<file path="src/rtl/scl_gen_pkg.sv">
`timescale 1ns/1ps
package scl_gen_pkg;
  typedef enum logic [1:0] {
    ST_IDLE = 2'd0,
    ST_LOW  = 2'd1,
    ST_WAIT = 2'd2,
    ST_HIGH = 2'd3
  } scl_state_e;
endpackage

</file>
<file path="src/rtl/scl_tick_prescale.sv">
`timescale 1ns/1ps
// Tick generator: one tick per clock, or one per two clocks.
// It restarts at every phase entry so each phase holds whole ticks.
module scl_tick_prescale (
  input  logic clk,
  input  logic rst_n,
  input  logic restart,
  input  logic div2,
  output logic tick,
  output logic head
);
  logic pre_q;
  logic pre_d;

  always_comb begin
    if (restart) pre_d = 1'b0;
    else         pre_d = div2 & ~pre_q;
  end

  always_ff @(posedge clk or negedge rst_n) begin
    if (!rst_n) pre_q <= 1'b0;
    else        pre_q <= pre_d;
  end

  assign tick = ~div2 | pre_q;
  assign head = ~pre_q;
endmodule

</file>
<file path="src/rtl/scl_phase_counter.sv">
`timescale 1ns/1ps
// Tick counter for the current phase; last marks the final tick.
module scl_phase_counter #(
  parameter int CNT_W = 9
) (
  input  logic             clk,
  input  logic             rst_n,
  input  logic             restart,
  input  logic             advance,
  input  logic [CNT_W-1:0] span,
  output logic [CNT_W-1:0] cnt,
  output logic             last
);
  logic [CNT_W-1:0] cnt_q;
  logic [CNT_W-1:0] cnt_d;

  always_comb begin
    cnt_d = cnt_q;
    if (restart)      cnt_d = '0;
    else if (advance) cnt_d = cnt_q + 1'b1;
  end

  always_ff @(posedge clk or negedge rst_n) begin
    if (!rst_n) cnt_q <= '0;
    else        cnt_q <= cnt_d;
  end

  assign cnt  = cnt_q;
  assign last = (cnt_q == span - 1'b1);
endmodule

</file>
<file path="src/rtl/scl_stretch_watch.sv">
`timescale 1ns/1ps
// Counts how long SCL stays low after release and flags overlong stretching.
module scl_stretch_watch #(
  parameter int WD_W = 12
) (
  input  logic            clk,
  input  logic            rst_n,
  input  logic            watching,
  input  logic            scl_in,
  input  logic [WD_W-1:0] limit,
  output logic            timeout
);
  logic [WD_W-1:0] wd_q;
  logic [WD_W-1:0] wd_d;
  logic            flag_q;
  logic            flag_d;
  logic            held_low;

  assign held_low = watching & ~scl_in;

  always_comb begin
    wd_d   = '0;
    flag_d = 1'b0;
    if (held_low) begin
      flag_d = (wd_q == limit);
      if (wd_q != limit) wd_d = wd_q + 1'b1;
      else               wd_d = wd_q;
    end
  end

  always_ff @(posedge clk or negedge rst_n) begin
    if (!rst_n) begin
      wd_q   <= '0;
      flag_q <= 1'b0;
    end else begin
      wd_q   <= wd_d;
      flag_q <= flag_d;
    end
  end

  assign timeout = flag_q;
endmodule

</file>
<file path="src/rtl/scl_count_select.sv">
`timescale 1ns/1ps
// Builds the effective phase count. The top bit is masked in the narrow
// build, and a zero count is replaced by one.
module scl_count_select #(
  parameter int BYTE_W = 8,
  parameter bit WIDE   = 1'b1
) (
  input  logic [BYTE_W-1:0] base,
  input  logic              ext_bit,
  output logic [BYTE_W:0]   eff
);
  logic [BYTE_W:0] raw;

  assign raw = {ext_bit & WIDE, base};

  always_comb begin
    if (raw == '0) eff = {{BYTE_W{1'b0}}, 1'b1};
    else           eff = raw;
  end
endmodule

</file>
<file path="src/rtl/scl_timing_gen.sv">
`timescale 1ns/1ps
module scl_timing_gen
  import scl_gen_pkg::*;
#(
  parameter bit WIDE_CNT = 1'b1,
  parameter int BYTE_W   = 8,
  parameter int WD_W     = 12
) (
  input  logic              clk,
  input  logic              rst_n,
  input  logic              run,
  input  logic [BYTE_W-1:0] low_byte,
  input  logic [BYTE_W-1:0] high_byte,
  input  logic [1:0]        cnt_msb,
  input  logic              div2,
  input  logic [WD_W-1:0]   stretch_limit,
  input  logic              scl_in,
  output logic              scl_drive_low,
  output logic              sda_change_stb,
  output logic              sda_sample_stb,
  output logic              stretch_timeout
);
  localparam int CNT_W   = BYTE_W + 1;
  localparam int LOW_MSB = 1;
  localparam int HI_MSB  = 0;

  scl_state_e       state_q;
  scl_state_e       state_d;
  logic [CNT_W-1:0] low_eff;
  logic [CNT_W-1:0] high_eff;
  logic [CNT_W-1:0] span;
  logic [CNT_W-1:0] cnt_q;
  logic             restart;
  logic             tick;
  logic             head;
  logic             last;
  logic             in_phase;
  logic             done;

  scl_count_select #(.BYTE_W(BYTE_W), .WIDE(WIDE_CNT)) u_low_sel (
    .base(low_byte), .ext_bit(cnt_msb[LOW_MSB]), .eff(low_eff)
  );

  scl_count_select #(.BYTE_W(BYTE_W), .WIDE(WIDE_CNT)) u_high_sel (
    .base(high_byte), .ext_bit(cnt_msb[HI_MSB]), .eff(high_eff)
  );

  assign span     = (state_q == ST_HIGH) ? high_eff : low_eff;
  assign in_phase = (state_q == ST_LOW) || (state_q == ST_HIGH);
  assign restart  = (state_d != state_q);

  scl_tick_prescale u_prescale (
    .clk(clk), .rst_n(rst_n), .restart(restart), .div2(div2),
    .tick(tick), .head(head)
  );

  scl_phase_counter #(.CNT_W(CNT_W)) u_phase_cnt (
    .clk(clk), .rst_n(rst_n), .restart(restart),
    .advance(in_phase & tick), .span(span),
    .cnt(cnt_q), .last(last)
  );

  scl_stretch_watch #(.WD_W(WD_W)) u_stretch (
    .clk(clk), .rst_n(rst_n), .watching(state_q == ST_WAIT),
    .scl_in(scl_in), .limit(stretch_limit), .timeout(stretch_timeout)
  );

  assign done = last & tick;

  // next-state process
  always_comb begin
    state_d = state_q;
    unique case (state_q)
      ST_IDLE: if (run)    state_d = ST_LOW;
      ST_LOW:  if (done)   state_d = ST_WAIT;
      ST_WAIT: if (scl_in) state_d = ST_HIGH;
      ST_HIGH: if (done)   state_d = run ? ST_LOW : ST_IDLE;
      default:             state_d = ST_IDLE;
    endcase
  end

  // state register
  always_ff @(posedge clk or negedge rst_n) begin
    if (!rst_n) state_q <= ST_IDLE;
    else        state_q <= state_d;
  end

  assign scl_drive_low  = (state_q == ST_LOW);
  assign sda_change_stb = (state_q == ST_LOW)  && head && (cnt_q == (low_eff >> 1));
  assign sda_sample_stb = (state_q == ST_HIGH) && head && (cnt_q == '0);
endmodule

</file>
<file path="config.mk">
export PLATFORM = sky130hd
export DESIGN_NAME = scl_timing_gen
export DESIGN_NICKNAME = d
export VERILOG_FILES = /design/src/rtl/scl_gen_pkg.sv /design/src/rtl/scl_tick_prescale.sv /design/src/rtl/scl_phase_counter.sv /design/src/rtl/scl_stretch_watch.sv /design/src/rtl/scl_count_select.sv /design/src/rtl/scl_timing_gen.sv
export SDC_FILE = /design/constraint.sdc
export NUM_CORES = 1
export LEC_CHECK = 0
export BUFFER_PORTS_ARGS = -buffer_cell sky130_fd_sc_hd__buf_2
export CAP_MARGIN = 20
export CELL_PAD_IN_SITES_DETAIL_PLACEMENT = 0
export CELL_PAD_IN_SITES_GLOBAL_PLACEMENT = 1
export CORE_MARGIN = 5
export CORE_UTILIZATION = 40
export CTS_CLUSTER_SIZE = 25
export DETAILED_ROUTE_END_ITERATION = 10
export PLACE_DENSITY_LB_ADDON = 0.05
export SETUP_SLACK_MARGIN = 0.1
export SLEW_MARGIN = 20
export SYNTH_ARGS = -nofsm -noshare
export SYNTH_HDL_FRONTEND = slang
export SYNTH_SLANG_ARGS = --single-unit
</file>
<file path="constraint.sdc">
create_clock -name clk -period 3.8 [get_ports clk]
set_clock_uncertainty 0.1 [all_clocks]
set_input_delay 0 -clock clk [delete_from_list [all_inputs] [get_ports clk]]
set_output_delay 0 -clock clk [all_outputs]
set_load 0.1 [all_outputs]
</file>
==> tab_implementation.tex <==
\begin{tabular}{lr}
\hline
Metric & Value \\
\hline
\multicolumn{2}{l}{\textbf{Route}} \\
Wire length per cell & $\sim$16 um \\
Pre-antenna DRT Iters & 4 \\
Total routed wirelength & $\sim$5.3 mm \\
Drt drc & 0 \\
Via count & 1827 \\
Average vias per placed instance & around 5.4 \\
Iter 0 DRT Violations & slightly below 90 \\
Residual antenna-violating net count after detailed routing & 0 \\
\multicolumn{2}{l}{\textbf{Synthesis}} \\
Number of flip-flops and latches in the synthesized netlist & 25 \\
Mapped cell area & around 0.002 mm\^{}2 \\
Syn Nets & roughly 270 \\
Synthesis Warnings & 0 \\
Top-area cell type share of the netlist area & 30.92\% \\
Ys async rst share & 100.0\% \\
Most area-consuming cells after synthesis & dfrtp\_1, xnor2\_1, xor2\_1 \\
Sequential cell area fraction in the yosys report & between 30\% and 40\% \\
Mean instance size in the synthesized netlist & $\sim$8.7 um\^{}2 \\
Number of enable-type register cells in the synthesized netlist & 0 \\
Most area-hungry cell type in the Yosys netlist & dfrtp\_1 \\
Netlist cell types & 47 \\
Number of instances in the synthesized netlist & roughly 230 \\
Top\_reg\_cell synth & dfrtp\_1 \\
\multicolumn{2}{l}{\textbf{Timing}} \\
Share of the cycle needed by the critical path after routing & around 82\% \\
Setup violation total in the final timing report & 0 \\
Minimum clock period & 3115 ps \\
Unrepaired setup endpoints after global routing & no \\
Post-Route Setup TNS & 0 ps \\
Transition time at the pin with the least slew margin & 572.5 ps \\
Hold Violations, Final & 0 \\
Pins Over Slew Limit & 0 \\
Highest clock frequency the design can meet & 0.3210 GHz \\
Slew headroom & between 60\% and 70\% \\
Final worst slack & 684.7 ps \\
\multicolumn{2}{l}{\textbf{Clocking}} \\
Clock tree from TritonCTS & done \\
CTS HTree Levels & 1 \\
Insertion delay of the later-clocked pin in the worst-skew pair & 280 ps \\
Clock tree buffer depth & 2 \\
Resized Gates After CTS & 0 \\
Number of CTS-inserted buffers & 3 \\
Root Buffer Master & clkbuf\_8 \\
CTS sink cnt & 25 \\
Reg clk slew, reported paths & roughly 100 ps \\
\multicolumn{2}{l}{\textbf{Outcome}} \\
Run status & completed \\
\multicolumn{2}{l}{\textbf{Floorplanning}} \\
Top-level port count & 39 \\
Initial standard-cell utilization of the core & a little over two fifths \\
Die X & 81.12 um \\
Core Footprint & $\sim$0.0048 mm\^{}2 \\
Number of placement rows & 25 \\
Die height & 81.12 um \\
Overall die area & 0.006580 mm\^{}2 \\
\multicolumn{2}{l}{\textbf{Placement}} \\
Count of buffers from port buffering & 38 \\
HPWL Detailed & around 4.2 mm \\
Weighted congestion at the end of routability-driven global placement & $\sim$0.86 \\
Worst-case setup slack after placement & roughly 700 ps \\
Area after detailed placement & between 0.002 and 0.0025 mm\^{}2 \\
\multicolumn{2}{l}{\textbf{Global routing}} \\
First-pass GRT wire length & around 8.7 mm \\
Congestion Overflow GR & 0 \\
Pin count of the biggest net entering global routing & 26 \\
Via count of the first global-routing pass & $\sim$1800 \\
Initial antenna violation count & 0 \\
Total routing resource utilization after global routing & between 10\% and 20\% \\
\multicolumn{2}{l}{\textbf{Pwr}} \\
Cell area power density & around 470 mW/mm\^{}2 \\
Leakage power summed over all cells & slightly above 1 nW \\
Maximum resistive drop on vdd & approximately 450 uV \\
\multicolumn{2}{l}{\textbf{Setup path}} \\
Arrival time of the worst setup path & 3190 ps \\
Critical path class & register to register \\
Data required time of the critical path & around 3900 ps \\
Startpoint types & register \\
Setup crit end kind & register \\
Top fanout value on the critical path & 7 \\
\multicolumn{2}{l}{\textbf{Final layout}} \\
Leading cell type in the layout, fill and taps excluded & buf\_2 \\
Fraction of final layout cells with drive strength greater than 1 & 18.52\% \\
Total inserted antenna cells & 0 \\
Layout area overhead & 16.02\% \\
Final Core Density & around half \\
Commonest cells after routing, fill and taps aside & buf\_2, nor2\_1, dfrtp\_1 \\
Final cell area excluding filler cells & about 0.0023 mm\^{}2 \\
Net total in the final layout & between 300 and 400 \\
\multicolumn{2}{l}{\textbf{Run}} \\
Max Cap Violations & 0 \\
\multicolumn{2}{l}{\textbf{Hold path}} \\
Worst min-delay path category & input port to register \\
\hline
\end{tabular}
-- per-layer routing --
layer	GRT usage [%]	part of all wire, %	vias to the layer above
met5	0	0	-
met4	3.378	1.1	0
met3	3.548	3.8	6
met2	26.93	45	41
met1	23.61	50	870
li1	-	-	910
-- worst paths after layout --
path,from,to,slack [ps],depth (start not counted)
setup / recovery,state_q[1],u_phase_cnt.cnt[8],680,10
hold / removal,scl_in,u_prescale.pre_q,60,4
setup reg to reg,state_q[1],u_phase_cnt.cnt[8],680,10
hold reg to reg,u_stretch.wd_q[11],u_stretch.wd_q[11],480,2
max in group asynchronous,rst_n,state_q[0],3080,2
min in group asynchronous,rst_n,u_stretch.wd_q[2],140,2
-- repair_timing --
item / 4_1_cts / 5_1_grt
setup buffers: 0 / 0
hold endpoints to repair: 27 / 0
hold buffers: 3 / 0
-- critical path: stages (launching register included) --
cell and delay [ps]:
dfrtp_1 440, nand2_1 180, a211oi_1 340, or2_1 180, ha_1 190, nor3b_1 330, and4_1 250, o221ai_1 150
a2111oi_4 490, a21o_1 290, nor2_1 70
-- cell type report --
class | instances | area (um^2)
clock buffers | 3 | 41.29
clock inverters | 1 | 8.758
fillers | 508 | 2470
inverters | 6 | 22.52
multi-input cells | 192 | 1330
flip-flops and latches | 25 | 625.6
well taps | 67 | 83.83
repair buffers | 43 | 235.2
-- kinds of logic (layout without fill, tap and decap cells) --
kind of cell / Yosys count / after routing / synth area share [%]
XOR/XNOR: 42 / 42 / 18.18
adder cells (fa/ha/maj): 4 / 4 / 2.474
multiplexers: 5 / 5 / 2.474
AO/OA/AOI/OAI: 37 / 37 / 14.66
flip-flops: 25 / 25 / 30.92
AND/OR/NAND/NOR: 104 / 104 / 27.64
buffers and inverters: 16 / 53 / 3.649
-- report_power, final --
part           switching, W  internal [W]  leakage (nW)
clock             0.0000934     0.0000769        0.0261
combinational      0.000292      0.000233         0.664
sequential         0.000108      0.000304         0.330
total              0.000494      0.000614          1.02
-- registers in the layout, summed over array words and instances (netlist names) --
| name | flops |
|---|---|
| u_stretch.timeout | 1 |
| u_phase_cnt.cnt | 9 |
| state_q | 2 |
| u_stretch.wd_q | 12 |
| u_prescale.pre_q | 1 |
-- synthesized netlist by cell type, types with 3 or more instances --
cell type and number:
a211oi_1 3, or3_1 4, ha_1 4, a21boi_0 4, clkbuf_1 6, o311ai_1 3, nand4_1 7, o21ai_0 6
inv_1 6, nor4_1 10, and3_1 6, nand3_1 8, nor2_1 30, dfrtp_1 25, nand2_1 14, mux2i_1 5
and2_1 4, xor2_1 19, xnor2_1 23, nor3_1 6, o21a_1 6
-- per-stage QoR --
stage,power [W],cells,hold slack (ps)
4_1_cts,0.001115,337,53.83
2_1_floorplan,0.0008059,233,-395.6
5_1_grt,0.001193,337,112.0
3_5_place_dp,0.0009387,330,-76.42
3_3_place_gp,0.0009420,330,-74.75
6_report,0.001108,337,58.00
(Power assumes the default switching activity.)
